==> src/rtl/ctx_seq_pkg.sv <==
package ctx_seq_pkg;
  localparam int FRAME_BYTES = 12;
  localparam int FRAME_W     = 8 * FRAME_BYTES;
  localparam int CNT_W       = $clog2(FRAME_BYTES);
  localparam int LVL_W       = 3;
  localparam int ILM_LSB     = 13;
  localparam int ILM_MSB     = ILM_LSB + LVL_W - 1;
  localparam int S_BIT       = 5;

  // Field order is the push order: most significant field leaves first.
  typedef struct packed {
    logic [15:0] ps;
    logic [15:0] pc;
    logic [7:0]  pcb;
    logic [7:0]  dtb;
    logic [7:0]  adb;
    logic [7:0]  dpr;
    logic [31:0] acc;
  } ctx_frame_t;

  typedef enum logic [2:0] {
    S_IDLE, S_PUSH, S_LOAD, S_POP, S_DRAIN, S_RESTORE
  } seq_state_t;

  // Byte k of the push sequence (k = 0 is the top byte of the frame).
  function automatic logic [7:0] frame_byte(ctx_frame_t f, logic [CNT_W-1:0] k);
    logic [FRAME_W-1:0] s;
    s = FRAME_W'(f) >> (8 * (FRAME_BYTES - 1 - int'(k)));
    return s[7:0];
  endfunction

  // Status word after entry: level mask replaced, stack select set.
  function automatic logic [15:0] enter_ps(logic [15:0] ps, logic [LVL_W-1:0] lvl);
    logic [15:0] r;
    r = ps;
    r[ILM_MSB:ILM_LSB] = lvl;
    r[S_BIT] = 1'b1;
    return r;
  endfunction
endpackage

==> src/rtl/ctx_seq_ctrl.sv <==
module ctx_seq_ctrl
  import ctx_seq_pkg::*;
(
  input  logic             clk,
  input  logic             rst_n,
  input  logic             start_entry,
  input  logic             start_ret,
  output seq_state_t       state,
  output logic [CNT_W-1:0] cnt,
  output logic             rd_pend
);
  localparam logic [CNT_W-1:0] LAST = CNT_W'(FRAME_BYTES - 1);

  logic last_byte;
  assign last_byte = (cnt == LAST);

  always_ff @(posedge clk or negedge rst_n) begin
    if (!rst_n) begin
      state   <= S_IDLE;
      cnt     <= '0;
      rd_pend <= 1'b0;
    end else begin
      rd_pend <= (state == S_POP);
      unique case (state)
        S_IDLE: begin
          cnt <= '0;
          if (start_entry)    state <= S_PUSH;
          else if (start_ret) state <= S_POP;
        end
        S_PUSH: begin
          if (last_byte) begin
            state <= S_LOAD;
            cnt   <= '0;
          end else begin
            cnt <= cnt + 1'b1;
          end
        end
        S_LOAD:  state <= S_IDLE;
        S_POP: begin
          if (last_byte) begin
            state <= S_DRAIN;
            cnt   <= '0;
          end else begin
            cnt <= cnt + 1'b1;
          end
        end
        S_DRAIN:   state <= S_RESTORE;
        S_RESTORE: state <= S_IDLE;
        default:   state <= S_IDLE;
      endcase
    end
  end
endmodule

==> src/rtl/ctx_seq_addr.sv <==
module ctx_seq_addr
  import ctx_seq_pkg::*;
#(
  parameter int SP_W   = 16,
  parameter int BANK_W = 8
) (
  input  logic              clk,
  input  logic              rst_n,
  input  logic              capture,
  input  logic [BANK_W-1:0] cur_ssb,
  input  logic [SP_W-1:0]   cur_ssp,
  input  logic              is_push,
  input  logic [CNT_W-1:0]  cnt,
  output logic [BANK_W-1:0] bank_q,
  output logic [SP_W-1:0]   ptr,
  output logic [SP_W-1:0]   ssp_after_push,
  output logic [SP_W-1:0]   ssp_after_pop
);
  localparam logic [SP_W-1:0] SPAN = SP_W'(FRAME_BYTES);

  logic [SP_W-1:0] base_q;

  function automatic logic [SP_W-1:0] push_ptr(logic [SP_W-1:0] b, logic [CNT_W-1:0] k);
    return b - SP_W'(1) - SP_W'(k);
  endfunction

  function automatic logic [SP_W-1:0] pop_ptr(logic [SP_W-1:0] b, logic [CNT_W-1:0] k);
    return b + SP_W'(k);
  endfunction

  always_ff @(posedge clk or negedge rst_n) begin
    if (!rst_n) begin
      base_q <= '0;
      bank_q <= '0;
    end else if (capture) begin
      base_q <= cur_ssp;
      bank_q <= cur_ssb;
    end
  end

  assign ptr            = is_push ? push_ptr(base_q, cnt) : pop_ptr(base_q, cnt);
  assign ssp_after_push = base_q - SPAN;
  assign ssp_after_pop  = base_q + SPAN;
endmodule

==> src/rtl/ctx_seq_frame.sv <==
module ctx_seq_frame
  import ctx_seq_pkg::*;
(
  input  logic             clk,
  input  logic             rst_n,
  input  logic             capture,
  input  ctx_frame_t       cur_frame,
  input  logic [LVL_W-1:0] lvl_in,
  input  logic [15:0]      vpc_in,
  input  logic [7:0]       vbank_in,
  input  logic             shift_en,
  input  logic [7:0]       shift_byte,
  output ctx_frame_t       frame_q,
  output logic [LVL_W-1:0] lvl_q,
  output logic [15:0]      vpc_q,
  output logic [7:0]       vbank_q
);
  logic [FRAME_W-1:0] bits_q;
  assign frame_q = ctx_frame_t'(bits_q);

  always_ff @(posedge clk or negedge rst_n) begin
    if (!rst_n) begin
      bits_q  <= '0;
      lvl_q   <= '0;
      vpc_q   <= '0;
      vbank_q <= '0;
    end else if (capture) begin
      bits_q  <= FRAME_W'(cur_frame);
      lvl_q   <= lvl_in;
      vpc_q   <= vpc_in;
      vbank_q <= vbank_in;
    end else if (shift_en) begin
      // First popped byte is the last pushed one; it lands at the bottom.
      bits_q <= {shift_byte, bits_q[FRAME_W-1:8]};
    end
  end
endmodule

==> src/rtl/irq_ctx_seq.sv <==
module irq_ctx_seq
  import ctx_seq_pkg::*;
#(
  parameter int SP_W   = 16,
  parameter int BANK_W = 8
) (
  input  logic                     clk,
  input  logic                     rst_n,
  input  logic                     accept,
  input  logic                     insn_done,
  input  logic [2:0]               accept_level,
  input  logic [15:0]              vec_pc,
  input  logic [7:0]               vec_bank,
  input  logic                     ret_cmd,
  input  logic [31:0]              cur_acc,
  input  logic [7:0]               cur_dpr,
  input  logic [7:0]               cur_adb,
  input  logic [7:0]               cur_dtb,
  input  logic [7:0]               cur_pcb,
  input  logic [15:0]              cur_pc,
  input  logic [15:0]              cur_ps,
  input  logic [BANK_W-1:0]        cur_ssb,
  input  logic [SP_W-1:0]          cur_ssp,
  output logic                     busy,
  output logic [BANK_W+SP_W-1:0]   mem_addr,
  output logic                     mem_we,
  output logic [7:0]               mem_wdata,
  output logic                     mem_re,
  input  logic [7:0]               mem_rdata,
  output logic                     upd_valid,
  output logic [31:0]              upd_acc,
  output logic [7:0]               upd_dpr,
  output logic [7:0]               upd_adb,
  output logic [7:0]               upd_dtb,
  output logic [7:0]               upd_pcb,
  output logic [15:0]              upd_pc,
  output logic [15:0]              upd_ps,
  output logic [SP_W-1:0]          upd_ssp
);
  seq_state_t       state;
  logic [CNT_W-1:0] cnt;
  logic             rd_pend;
  logic             idle;
  logic             start_entry, start_ret;
  logic             ev_entry_done, ev_ret_done;
  ctx_frame_t       live, frame_q, upd;
  logic [LVL_W-1:0] lvl_q;
  logic [15:0]      vpc_q;
  logic [7:0]       vbank_q;
  logic [BANK_W-1:0] bank_q;
  logic [SP_W-1:0]  ptr, ssp_after_push, ssp_after_pop;

  assign idle        = (state == S_IDLE);
  assign start_entry = idle & accept & insn_done;
  assign start_ret   = idle & ret_cmd & ~start_entry;

  assign live = '{ps: cur_ps, pc: cur_pc, pcb: cur_pcb, dtb: cur_dtb,
                  adb: cur_adb, dpr: cur_dpr, acc: cur_acc};

  ctx_seq_ctrl u_ctrl (
    .clk         (clk),
    .rst_n       (rst_n),
    .start_entry (start_entry),
    .start_ret   (start_ret),
    .state       (state),
    .cnt         (cnt),
    .rd_pend     (rd_pend)
  );

  ctx_seq_addr #(.SP_W(SP_W), .BANK_W(BANK_W)) u_addr (
    .clk            (clk),
    .rst_n          (rst_n),
    .capture        (start_entry | start_ret),
    .cur_ssb        (cur_ssb),
    .cur_ssp        (cur_ssp),
    .is_push        (state == S_PUSH),
    .cnt            (cnt),
    .bank_q         (bank_q),
    .ptr            (ptr),
    .ssp_after_push (ssp_after_push),
    .ssp_after_pop  (ssp_after_pop)
  );

  ctx_seq_frame u_frame (
    .clk        (clk),
    .rst_n      (rst_n),
    .capture    (start_entry),
    .cur_frame  (live),
    .lvl_in     (accept_level),
    .vpc_in     (vec_pc),
    .vbank_in   (vec_bank),
    .shift_en   (rd_pend),
    .shift_byte (mem_rdata),
    .frame_q    (frame_q),
    .lvl_q      (lvl_q),
    .vpc_q      (vpc_q),
    .vbank_q    (vbank_q)
  );

  assign ev_entry_done = (state == S_LOAD);
  assign ev_ret_done   = (state == S_RESTORE);

  assign busy      = ~idle;
  assign mem_we    = (state == S_PUSH);
  assign mem_re    = (state == S_POP);
  assign mem_addr  = {bank_q, ptr};
  assign mem_wdata = frame_byte(frame_q, cnt);
  assign upd_valid = ev_entry_done | ev_ret_done;

  always_comb begin
    upd = frame_q;
    if (ev_entry_done) begin
      upd.pcb = vbank_q;
      upd.pc  = vpc_q;
      upd.ps  = enter_ps(frame_q.ps, lvl_q);
    end
  end

  assign upd_acc = upd.acc;
  assign upd_dpr = upd.dpr;
  assign upd_adb = upd.adb;
  assign upd_dtb = upd.dtb;
  assign upd_pcb = upd.pcb;
  assign upd_pc  = upd.pc;
  assign upd_ps  = upd.ps;
  assign upd_ssp = ev_entry_done ? ssp_after_push : ssp_after_pop;
endmodule

==> config.mk <==
export PLATFORM = sky130hd
export DESIGN_NAME = irq_ctx_seq
export DESIGN_NICKNAME = d
export VERILOG_FILES = /design/src/rtl/ctx_seq_pkg.sv /design/src/rtl/ctx_seq_ctrl.sv /design/src/rtl/ctx_seq_addr.sv /design/src/rtl/ctx_seq_frame.sv /design/src/rtl/irq_ctx_seq.sv
export SDC_FILE = /design/constraint.sdc
export NUM_CORES = 1
export LEC_CHECK = 0
export BUFFER_PORTS_ARGS = -buffer_cell sky130_fd_sc_hd__clkbuf_2
export CAP_MARGIN = 15
export CORE_MARGIN = 8
export CORE_UTILIZATION = 29
export CTS_BUF_LIST = sky130_fd_sc_hd__clkbuf_4 sky130_fd_sc_hd__clkbuf_8
export DETAILED_ROUTE_END_ITERATION = 8
export PLACE_DENSITY = 0.61
export SLEW_MARGIN = 15
export SYNTH_ARGS = -nofsm -noshare
export SYNTH_HDL_FRONTEND = slang
export SYNTH_SLANG_ARGS = --single-unit
==> constraint.sdc <==
create_clock -name clk -period 3.7 [get_ports clk]
set_clock_uncertainty 0.1 [all_clocks]
set_input_delay 0.37 -clock clk [delete_from_list [all_inputs] [get_ports clk]]
set_output_delay 0.37 -clock clk [all_outputs]
set_load 0.02 [all_outputs]
# After elaboration in Yosys (flattened, before gate mapping)
# Index checks and enable logic that the tools add are counted.
[totals] output_inout_bits=148 wordCells=51 inputBits=160 reg_bits=155
[classes] mux=12 eq_ne=9 n_addsub=7 reduce_logical=5 n_shift=1 bitwise=8
[ops] cell="96-bit two-way mux" n=2
[ops] cell="96-bit by 32-bit >> shifter with 8-bit output" n=1
[ops] cell="40-bit two-way mux" n=1
[ops] cell="16-bit two-way mux" n=2
[ops] cell="16-bit by 4-bit adder with 16-bit output" n=1
[ops] cell="16-bit by 4-bit adder with 16-bit output, second input constant" n=1
[ops] cell="16-bit by 1-bit subtractor with 16-bit output, second input constant" n=1
[ops] cell="16-bit by 4-bit subtractor with 16-bit output" n=1
[ops] cell="16-bit by 4-bit subtractor with 16-bit output, second input constant" n=1
[ops] cell="3-bit two-way mux" n=4
[ops] cell="3-bit case mux with 4 select lines" n=1
[ops] cell="4-bit case mux with 2 select lines" n=1
[ops] cell="3-bit by 2-bit equality test with 1-bit output, second input constant" n=2
[ops] cell="3-bit equality test, second input constant" n=2
[ops] cell="4-bit by 4-bit subtractor with 5-bit output, first input constant" n=1
[ops] cell="4-bit by 1-bit adder with 4-bit output, second input constant" n=1
[ops] cell="1-bit AND" n=4
[ops] cell="4-bit equality test, second input constant" n=1
[ops] cell="4-bit two-way mux" n=1
[ops] cell="2-bit nonzero test" n=2
[ops] cell="3-bit by 1-bit equality test with 1-bit output, second input constant" n=1
[ops] cell="3-bit zero test" n=1
[ops] cell="3-bit by 1-bit != test with 1-bit output, second input constant" n=1
[ops] cell="3-bit AND reduction" n=1
[ops] cell="other kinds (5)" n=7

# Logic depth before layout (Yosys ltp)
# Gate-level depths: netlist of run 1.
[depth] word_depth=8 depth_mapped=11 depth_no_buf=9

# By module
# A second synthesis of run 1 with hierarchy kept.
[unflattened] cells_unflattened=876 area_unflattened_um2=9356.5
[modules_own_cells] module="ctx_seq_frame" instances=1 cells_each=473 area_per_inst_um2=5425.2 seq_area_each_um2=3078.0
[modules_own_cells] module="ctx_seq_addr" instances=1 cells_each=232 area_per_inst_um2=2082.0 seq_area_each_um2=600.6
[modules_own_cells] module="irq_ctx_seq" instances=1 cells_each=131 area_per_inst_um2=1453.9 seq_area_each_um2=0.0
[modules_own_cells] module="ctx_seq_ctrl" instances=1 cells_each=40 area_per_inst_um2=395.4 seq_area_each_um2=200.2

# Least setup slack after synthesis of run 1
# No wires, ideal clock.
[synth_path] path_type="reg2out" from="register u_ctrl.cnt[0]" to="output port mem_addr[14]" required_ps=3230 arrival_ps=2838 n_path_buf=2 slack_ps=392 stages_incl_launch_ff=12 path_cell_list="dfrtp_1 > buf_2 > buf_1 > inv_1 > ha_1 > inv_1 > fa_1 > nor2b_1 > o21ai_0 > or4b_4 > o22ai_1 > xor2_1"
[synth_via] elab_chain_cells=2 word_cells_on_any_way=3 cone_classes="add/sub (2); mux (1)"
[synth_rtl] item="start: declaration" line="ctx_seq_ctrl.sv:9" rtl="output logic [CNT_W-1:0] cnt,"
[synth_rtl] item="start signal: assignment" line="ctx_seq_ctrl.sv:35" rtl="cnt <= cnt + 1'b1;"
[synth_rtl] item="start signal: assignment" line="ctx_seq_ctrl.sv:44" rtl="cnt <= cnt + 1'b1;"
[synth_rtl] item="16-bit by 4-bit adder with 16-bit output or 16-bit by 4-bit subtractor with 16-bit output (tied branches)" line="ctx_seq_addr.sv:28, ctx_seq_addr.sv:24"
[synth_rtl] item="16-bit two-way mux (*)" line="ctx_seq_addr.sv:41" rtl="assign ptr = is_push ? push_ptr(base_q, cnt) : pop_ptr(base_q, cnt);"
[synth_rtl] item="end: declaration" line="irq_ctx_seq.sv:25" rtl="output logic [BANK_W+SP_W-1:0] mem_addr,"
# Mark *: on every way between the ends. The rest lies on a longest branch, timed or not.

# Worst setup path after layout of run 1
[layout_path] from="register u_ctrl.state[2]" to="output port mem_addr[15]"
[layout_via] elab_chain_cells=2
[layout_rtl] item="start: declaration" line="ctx_seq_ctrl.sv:8" rtl="output seq_state_t state,"
[layout_rtl] item="start signal: assignment" line="ctx_seq_ctrl.sv:19" rtl="state <= S_IDLE;"
[layout_rtl] item="start signal: assignment" line="ctx_seq_ctrl.sv:27" rtl="if (start_entry) state <= S_PUSH;"
[layout_rtl] item="start signal: assignment" line="ctx_seq_ctrl.sv:28" rtl="else if (start_ret) state <= S_POP;"
[layout_rtl] item="3-bit by 1-bit equality test with 1-bit output" line="irq_ctx_seq.sv:76" rtl=".is_push (state == S_PUSH),"
[layout_rtl] item="16-bit two-way mux" line="ctx_seq_addr.sv:41"
# No other way between the ends.

==> results of run 1 <==
==> final timing paths <==
path | end | slack (ns) | cells past startpoint
max reg2reg | u_addr.bank_q[7]$_DFFE_PN0P_ | 1.30 | 4
max in group asynchronous | u_frame.frame_q[47]$_DFFE_PN0P_ | 2.20 | 3
min in group asynchronous | u_addr.bank_q[4]$_DFFE_PN0P_ | 0.43 | 2
min reg2reg | u_addr.bank_q[5]$_DFFE_PN0P_ | 0.42 | 1
min | u_frame.frame_q[93]$_DFFE_PN0P_ | 0.07 | 3
max | mem_addr[15] | 0.34 | 7
==> through the flow <==
stage                     utilization [%]  area (sq um)
after floorplan                         -          9350
after global placement               33.9         10700
after detailed placement             33.9         10700
after CTS                            39.9         12600
after global routing                 39.9         12600
final                                39.9         12600
==> kinds of logic (layout without fill, tap and decap cells) <==
kind of cell	count (synthesis)	count (layout)	synth area share, %
AO/OA/AOI/OAI	156	156	9.12
XOR/XNOR	28	28	2.62
adder cells (fa/ha/maj)	14	14	2.03
buffers and inverters	150	512	9.31
flip-flops	155	155	41.5
multiplexers	180	180	23.2
other	0	3	0
AND/OR/NAND/NOR	271	271	12.3
==> where the power goes <==
group / internal, mW / switching, mW
Sequential: 2.55 / 1.21
Combinational: 2.72 / 4.06
Clock: 0.514 / 0.820
==> worst min-delay path: stages <==
cell and delay (ns):
clkbuf_2 0.07, mux2i_1 0.05, o21ai_0 0.13
==> timing repair <==
| action | CTS | global route |
|---|---|---|
| endpoints found under the setup margin | 0 | 0 |
| hold buffers | 147 | 0 |
| hold endpoints to repair | 240 | 0 |
==> cells in the mapped netlist (all sizes together), types with 10 or more instances <==
cell type  count
mux2          51
xor2          18
dfrtp        155
nor2          29
xnor2         10
ha            12
nand2        199
mux4          24
inv           12
clkbuf        35
a21oi         16
mux2i        105
o21ai        113
buf          103
==> routing by layer <==
| metal | GRT usage (%) | part of all wire [%] | up-vias |
|---|---|---|---|
| met2 | 30.5 | 49 | 295 |
| li1 | - | - | 3913 |
| met1 | 22.0 | 43 | 4043 |
| met4 | 5.36 | 1.9 | 0 |
| met5 | 0 | 0 | - |
| met3 | 5.45 | 6.7 | 43 |
==> registers in the layout (all words and copies together), names as in the netlist <==
signal / cells
u_frame.lvl_q: 3
u_addr.bank_q: 8
u_ctrl.state: 3
u_addr.base_q: 16
u_ctrl.cnt: 4
u_ctrl.rd_pend: 1
u_frame.frame_q: 96
u_frame.vbank_q: 8
u_frame.vpc_q: 16
==> final cells by class <==
cell class	instances	area [sq um]	area share (%)
flip-flops and latches	155	3880	30.8
clock buffers	17	234	1.85
clock inverters	15	171	1.36
multi-input cells	649	4620	36.6
diodes	3	7.51	0.0595
repair buffers	468	3160	25.0
well taps	402	503	3.99
inverters	12	45.0	0.357
==> flow_metrics.py, run 1 <==
metrics = {
    "status": {
        "status": "completed",
    },
    "yosys": {
        "synth-edff-count": 0,
        "seq_area_frac_synth_pct": 41.5,
        "yosysUniqueCellTypes": 54,
        "syn_avg_cell_area_sq_um": 9.80,
        "async_flop_share_pct": 100,
        "ys_ff_latch": 155,
        "ys_warn_count": 0,
        "synth_top_area_share_pct": 41.5,
        "synth_fp_nets": 1128,
        "synth_flop_cell": "dfrtp_1",
        "synthCells": 954,
        "synth_area_sq_mm": 0.00935,
        "yosys.area.top_type": "dfrtp_1",
        "synth_area_leaders": "dfrtp_1, mux2i_1, nand2_1, mux2_2, o21ai_0",
    },
    "final_layout": {
        "nFillCells": 3143,
        "layout.cells.non_filler": 1721,
        "nets": 1477,
        "final_cell_mix": "clkbuf_2, nand2_1, dfrtp_1, dlygate4sd3_1, o21ai_0",
        "final_common_cell": "clkbuf_2",
        "area_delta_synth_final_pct": 34.9,
        "drive_above_1_share_pct": 33.6,
    },
    "timing": {
        "final.setup.tns_ns": 0,
        "max_freq_mhz": 298,
        "finalHoldViolCount": 0,
        "slew_headroom_pct": 35.6,
        "rsz0062_at_grt": "no",
        "max_slew.worst_pin.slew_ns": 0.966,
        "timing.final.ws_setup_ns": 0.339,
        "slew_violations": 0,
        "whs_ns": 0.0705,
        "post-route-period-util_pct": 90.8,
        "finalSetupViolations": 0,
        "period_minus_slack_ns": 3.36,
    },
    "cts": {
        "path_clk_slew_ns": 0.10,
        "ctsLongestPathBuffers": 2,
        "tritoncts": "yes",
        "worstSkewPairLatency_ns": 0.50,
        "cts_resized": 0,
        "post_cts_buffers": 0,
        "htreeDepth": 4,
        "cts_buffers": 17,
        "cts.sinks": 155,
        "root_buffer": "clkbuf_8",
    },
    "global_route": {
        "grt_pass1_wl_um": 53800,
        "grt_pass1_vias": 9087,
        "grt_util_all_layers_pct": 18.1,
        "grt_max_degree": 146,
        "antenna_found_initial": 2,
        "grt-ovfl-total": 0,
    },
    "worst_setup_path": {
        "cp.required_ns": 3.23,
        "slowest_stage": "or3b_1",
        "worst_ep_arrival_time_ns": 2.89,
        "max_stage_delay_ns": 0.67,
        "crit_path_max_fanout": 17,
        "crit_start": "u_ctrl.state[2]$_DFFE_PN0P_",
        "path_class": "reg2out",
        "rr_startpoint": "u_ctrl.state[2]$_DFFE_PN0P_",
        "crit_path_end_kind": "primary output",
        "startpoint_type": "register",
        "cpLargestDelayFamily": "simple AND/OR/NAND/NOR gates",
        "cp_cell_sequence": "or3b_1 > inv_2 > o21ai_1 > nor3_1 > o21ai_0 > xnor2_1 > clkbuf_2",
        "crit_buf_inv": 2,
    },
    "run": {
        "cap_violations": 0,
    },
    "die": {
        "coreArea_sq_mm": 0.0316,
        "fp.dieH_um": 196,
        "dieArea_sq_mm": 0.0382,
        "die_w_um": 196,
        "io_pins": 308,
        "num_rows": 65,
        "initial_utilization_pct": 29.6,
    },
    "detailed_routing": {
        "viasPerCell": 4.82,
        "wl_um": 34500,
        "wire_per_inst_um": 20.1,
        "drt_iter0_markers": 485,
        "ant_nets": 0,
        "vias": 8294,
        "drtPass1Iterations": 5,
        "drc_errors": 0,
    },
    "min_path": {
        "min_from": "mem_rdata[5]",
        "min_path_type": "in2reg",
    },
    "power_and_ir_drop": {
        "finalPower_mw": 11.9,
        "peakVddDrop_v": 0.000425,
        "powerDensity_mw_per_mm2": 941,
        "leakagePower_nw": 5.79,
    },
    "place": {
        "gp_congestion": 0.942,
        "dp.cells": 1539,
        "dpl_worst_slack_ns": 0.912,
        "port_buffers": 307,
        "detailed_place_hpwl_um": 25400,
    },
}
No activity file was read; power rests on OpenSTA's default activity.
==> run 2: changes to the inputs <==
--- a/config.mk
+++ b/config.mk
@@ -16,3 +16,4 @@
 export SYNTH_ARGS = -nofsm -noshare
 export SYNTH_HDL_FRONTEND = slang
 export SYNTH_SLANG_ARGS = --single-unit
+export TNS_END_PERCENT = 30
==> constraint.sdc (replaced) <==
create_clock -name clk -period 3.7 [get_ports clk]
set_clock_uncertainty 0.1 [all_clocks]
set_input_delay 0.37 -clock clk [delete_from_list [all_inputs] [get_ports clk]]
set_output_delay 0.37 -clock clk [all_outputs]
set_load 0.01 [all_outputs]
==> run 2 against run 1 <==
Effect of this change: power down 7.5%; combinational power down 11%; hold slack worse by 0.028 ns; clock power down 6%; sequential power down 2%; critical endpoint is now mem_addr[9]; final cell count down 0.70%; flip-flop and latch count unchanged; critical path type unchanged.
==> flow_metrics.py, run 2 (synthesis results as in run 1) <==
metrics = {
    "detailed_routing": {
        "vias": 8332,
        "wire_per_inst_um": 20.2,
        "viasPerCell": 4.88,
        "ant_nets": 0,
        "drt_iter0_markers": 493,
        "drtPass1Iterations": 5,
        "wl_um": 34600,
        "drc_errors": 0,
    },
    "worst_setup_path": {
        "worst_ep_arrival_time_ns": 2.76,
        "crit_start": "u_ctrl.state[0]$_DFFE_PN0P_",
        "rrSetupSlack_ns": 1.31,
        "crit_path_end_kind": "primary output",
        "rr_worst_depth": 4,
        "path_class": "reg2out",
        "cp.required_ns": 3.23,
        "crit_path_max_fanout": 17,
        "rr_startpoint": "u_ctrl.state[2]$_DFFE_PN0P_",
        "rr_endpoint": "u_addr.bank_q[3]$_DFFE_PN0P_",
        "startpoint_type": "register",
    },
    "timing": {
        "slew_headroom_pct": 37.1,
        "final.setup.tns_ns": 0,
        "period_minus_slack_ns": 3.23,
        "finalSetupViolations": 0,
        "max_slew.worst_pin.slew_ns": 0.944,
        "finalHoldViolCount": 0,
        "rsz0062_at_grt": "no",
        "max_freq_mhz": 310,
        "post-route-period-util_pct": 87.2,
        "slew_violations": 0,
    },
    "cts": {
        "cts.sinks": 155,
        "htreeDepth": 4,
        "hold_buffers": 135,
        "ctsLongestPathBuffers": 2,
        "cts_buffers": 17,
        "root_buffer": "clkbuf_8",
        "cts_resized": 0,
        "tritoncts": "yes",
        "path_clk_slew_ns": 0.09,
        "worstSkewPairLatency_ns": 0.47,
        "post_cts_buffers": 0,
    },
    "min_path": {
        "hold_end": "u_frame.frame_q[60]$_DFFE_PN0P_",
        "min_path_type": "in2reg",
        "worstHoldPathCells": 3,
        "min_from": "cur_pcb[4]",
    },
    "final_layout": {
        "final_common_cell": "clkbuf_2",
        "final_cell_mix": "clkbuf_2, nand2_1, dfrtp_1, dlygate4sd3_1, o21ai_0",
        "drive_above_1_share_pct": 33.9,
        "area_delta_synth_final_pct": 33.2,
        "fin_area_sq_mm": 0.0125,
        "nets": 1466,
        "largest_register_ffs": 96,
    },
    "place": {
        "port_buffers": 307,
        "placed_area_sq_mm": 0.0107,
        "detailed_place_hpwl_um": 25100,
        "gp_congestion": 0.929,
    },
    "global_route": {
        "grt-ovfl-total": 0,
        "antenna_found_initial": 1,
        "grt_util_all_layers_pct": 17.9,
        "grt_pass1_wl_um": 53300,
        "grt_pass1_vias": 8933,
        "grt_max_degree": 146,
    },
    "power_and_ir_drop": {
        "powerDensity_mw_per_mm2": 881,
        "leakagePower_nw": 5.73,
        "peakVddDrop_v": 0.000381,
    },
    "status": {
        "status": "completed",
    },
    "die": {
        "num_rows": 65,
        "initial_utilization_pct": 29.6,
        "coreArea_sq_mm": 0.0316,
        "fp.dieH_um": 196,
        "dieArea_sq_mm": 0.0382,
        "die_w_um": 196,
        "io_pins": 308,
    },
    "run": {
        "cap_violations": 0,
    },
}
-- run 2: cell types whose count changed in the layout (fill, tap and decap cells not counted), sizes merged --
cell         change
dlygate4sd3     -12
clkinvlp         +1
clkbuf           +2
inv              -2
diode            -1
clkinv           -1
buf              +1
-- run 2: critical path: stages, from the launching register on --
cell,delay [ns]
dfrtp_1,0.53
or3b_1,0.64
inv_2,0.17
o21ai_1,0.13
or4_1,0.41
o31ai_1,0.09
xor2_1,0.17
clkbuf_2,0.15
-- run 2: cell type report --
| cell class | count | area, sq um |
|---|---|---|
| inverter | 12 | 45.0 |
| clock buffer | 19 | 255 |
| timing repair buffer | 457 | 3040 |
| fill | 3112 | 19200 |
| clock inverter | 13 | 108 |
| tap | 402 | 503 |
| antenna | 2 | 5.00 |
| multi-input combinational | 649 | 4620 |
| sequential | 155 | 3880 |
-- run 2: worst max-delay path by stage --
stage / endpoint / slack (ns) / depth (start not counted)
final: mem_addr[9] / 0.47 / 7
after global routing: mem_addr[13] / 0.21 / 7
after CTS: mem_addr[9] / 0.43 / 7
after detailed placement: mem_addr[9] / 0.98 / 7
after global placement: upd_ssp[14] / 1.00 / 6
after floorplan: mem_addr[14] / 0.53 / 11
-- run 2: per-stage QoR --
step	util, %	hold slack (ns)	setup WS [ns]	std cells	power [mW]
after global routing	39.4	0.00489	0.212	1708	11.8
final	39.4	0.0421	0.475	1709	11.0
after detailed placement	34.0	0.377	0.982	1540	9.73
after CTS	39.4	0.000771	0.430	1707	11.1
after floorplan	-	-0.0256	0.526	954	7.52
after global placement	34.0	0.380	1.00	1540	9.65
-- run 2: power by group --
group          total (mW)  internal (mW)  switching, mW  leakage, nW
combinational        6.03           2.73           3.30         3.67
clock                1.25          0.506          0.745        0.181
sequential           3.70           2.55           1.15         1.88
total                11.0           5.78           5.20         5.73
-- run 2: metal layers --
layer | GRT usage [%] | part of all wire, %
met5 | 0 | 0
met4 | 6.23 | 3.0
met3 | 4.97 | 7.2
met2 | 29.6 | 48
met1 | 22.1 | 42
==> run 3: changes to the inputs <==
--- a/config.mk
+++ b/config.mk
@@ -8,10 +8,10 @@
 export BUFFER_PORTS_ARGS = -buffer_cell sky130_fd_sc_hd__clkbuf_2
 export CAP_MARGIN = 15
 export CORE_MARGIN = 8
-export CORE_UTILIZATION = 29
+export CORE_UTILIZATION = 25
 export CTS_BUF_LIST = sky130_fd_sc_hd__clkbuf_4 sky130_fd_sc_hd__clkbuf_8
 export DETAILED_ROUTE_END_ITERATION = 8
-export PLACE_DENSITY = 0.61
+export PLACE_DENSITY = 0.55
 export SLEW_MARGIN = 15
 export SYNTH_ARGS = -nofsm -noshare
 export SYNTH_HDL_FRONTEND = slang
==> run 3 against run 2 <==
Effect of this change: routed wire length is 2.3% higher; register-to-register slack got worse by 0.02 ns; clock power up 13%; hold slack better by 0.018 ns; sequential share of layout area fell by 0.52 points; sequential power up 2%; critical path type unchanged.
==> flow_metrics.py, run 3 (synthesis results as in run 1) <==
metrics = {
    "timing": {
        "post-route-period-util_pct": 91.3,
        "slew_violations": 0,
        "max_freq_mhz": 296,
        "rsz0062_at_grt": "no",
        "max_slew.worst_pin.slew_ns": 0.802,
        "period_minus_slack_ns": 3.38,
        "whs_ns": 0.0597,
        "finalSetupViolations": 0,
        "final.setup.tns_ns": 0,
        "finalHoldViolCount": 0,
        "slew_headroom_pct": 46.5,
    },
    "detailed_routing": {
        "drc_errors": 0,
        "wl_met2_um": 16900,
        "vias": 8267,
        "ant_nets": 0,
        "viasPerCell": 4.62,
        "drtPass1Iterations": 5,
        "routed-wl-met3_um": 2280,
        "wl_um": 35400,
        "drt_iter0_markers": 433,
        "routed.top_layer": "met5",
        "wire_per_inst_um": 19.8,
        "wl_met1_um": 15400,
    },
    "worst_setup_path": {
        "rr_startpoint": "u_ctrl.state[2]$_DFFE_PN0P_",
        "crit_start": "u_ctrl.state[2]$_DFFE_PN0P_",
        "crit_end": "mem_addr[12]",
        "cp.required_ns": 3.23,
        "worst_ep_arrival_time_ns": 2.91,
        "crit_path_max_fanout": 17,
        "cpLargestDelayFamily": "simple AND/OR/NAND/NOR gates",
        "crit_path_end_kind": "primary output",
        "cp_cell_sequence": "or3b_1 > or4b_4 > a21oi_1 > xor2_1 > clkbuf_2",
        "max_stage_delay_ns": 0.66,
        "rr_worst_depth": 4,
        "rr_endpoint": "u_addr.bank_q[3]$_DFFE_PN0P_",
        "crit_cells": 5,
        "startpoint_type": "register",
        "path_class": "reg2out",
        "rrSetupSlack_ns": 1.29,
        "slowest_stage": "or3b_1",
        "crit_buf_inv": 1,
    },
    "min_path": {
        "min_path_type": "in2reg",
    },
    "global_route": {
        "antenna_found_initial": 1,
        "grt-ovfl-total": 0,
        "grt_util_all_layers_pct": 16.1,
        "grt_pass1_wl_um": 54300,
        "grt_pass1_vias": 8801,
        "grt_max_degree": 144,
    },
    "die": {
        "coreArea_sq_mm": 0.0372,
        "num_rows": 71,
        "fp.dieH_um": 209,
        "die_w_um": 209,
        "initial_utilization_pct": 25.1,
        "dieArea_sq_mm": 0.0439,
        "io_pins": 308,
    },
    "power_and_ir_drop": {
        "finalPower_mw": 11.2,
        "leakagePower_nw": 5.79,
        "peakVddDrop_v": 0.000303,
        "powerDensity_mw_per_mm2": 880,
    },
    "final_layout": {
        "nets": 1475,
        "final_common_cell": "clkbuf_2",
        "largest_register_ffs": 96,
        "post-route-util_pct": 34.0,
        "area_delta_synth_final_pct": 35.5,
        "final_cell_mix": "clkbuf_2, nand2_1, dfrtp_1, dlygate4sd3_1, o21ai_0",
        "drive_above_1_share_pct": 33.9,
    },
    "cts": {
        "cts_buffers": 17,
        "path_clk_slew_ns": 0.11,
        "hold_buffers": 142,
        "cts.sinks": 155,
        "tritoncts": "yes",
        "cts_resized": 0,
        "worstSkewPairLatency_ns": 0.50,
        "root_buffer": "clkbuf_8",
        "post_cts_buffers": 0,
        "ctsLongestPathBuffers": 2,
        "htreeDepth": 4,
    },
    "status": {
        "status": "completed",
    },
    "place": {
        "detailed_place_hpwl_um": 26000,
        "gp_congestion": 0.899,
        "port_buffers": 307,
    },
    "run": {
        "cap_violations": 0,
    },
}
-- run 3: worst min path at each step --
stage | to | cells after the start | start | slack, ns
floorplan | u_addr.bank_q[0]$_DFFE_PN0P_ | 0 | rst_n | -0.03
global placement | u_addr.bank_q[4]$_DFFE_PN0P_ | 1 | rst_n | 0.31
detailed placement | u_addr.bank_q[4]$_DFFE_PN0P_ | 1 | rst_n | 0.31
CTS | u_addr.base_q[0]$_DFFE_PN0P_ | 2 | cur_ssp[0] | 0.009
global route | u_addr.base_q[0]$_DFFE_PN0P_ | 2 | cur_ssp[0] | 0.03
finish | u_frame.frame_q[62]$_DFFE_PN0P_ | 3 | cur_pcb[6] | 0.06
-- run 3: worst min-delay path: cells and delay by family --
| kind | cells | cell delay, ns |
|---|---|---|
| AO/OA/AOI/OAI | 1 | 0.09 |
| buffers and inverters | 1 | 0.10 |
| AND/OR/NAND/NOR | 1 | 0.05 |
-- run 3: per-layer routing --
| metal | GRT usage, % | vias to the layer above |
|---|---|---|
| li1 | - | 3920 |
| met1 | 20.3 | 3971 |
| met2 | 26.4 | 329 |
| met3 | 4.22 | 45 |
| met4 | 5.05 | 2 |
| met5 | 0 | - |
-- run 3: cell type report --
| cell class | count | area (sq um) |
|---|---|---|
| repair buffers | 466 | 3120 |
| inverters | 12 | 45.0 |
| clock buffers | 17 | 234 |
| multi-input cells | 649 | 4620 |
| flip-flops and latches | 155 | 3880 |
| well taps | 474 | 593 |
| fillers | 3777 | 24600 |
| diodes | 2 | 5.00 |
| clock inverters | 15 | 176 |
-- run 3: power by group --
part / total (mW) / switching [mW] / internal, mW
combinational: 5.97 / 3.25 / 2.72
sequential: 3.77 / 1.22 / 2.55
clock: 1.41 / 0.785 / 0.626
total: 11.2 / 5.26 / 5.89
-- run 3: through the flow --
| step | area, sq um | setup slack (ns) | std cells |
|---|---|---|---|
| finish | 12700 | 0.321 | 1790 |
| floorplan | 9350 | 0.526 | 954 |
| global route | 12700 | 0.156 | 1788 |
| detailed placement | 10800 | 0.843 | 1614 |
| global placement | 10800 | 0.895 | 1614 |
| CTS | 12700 | 0.248 | 1788 |
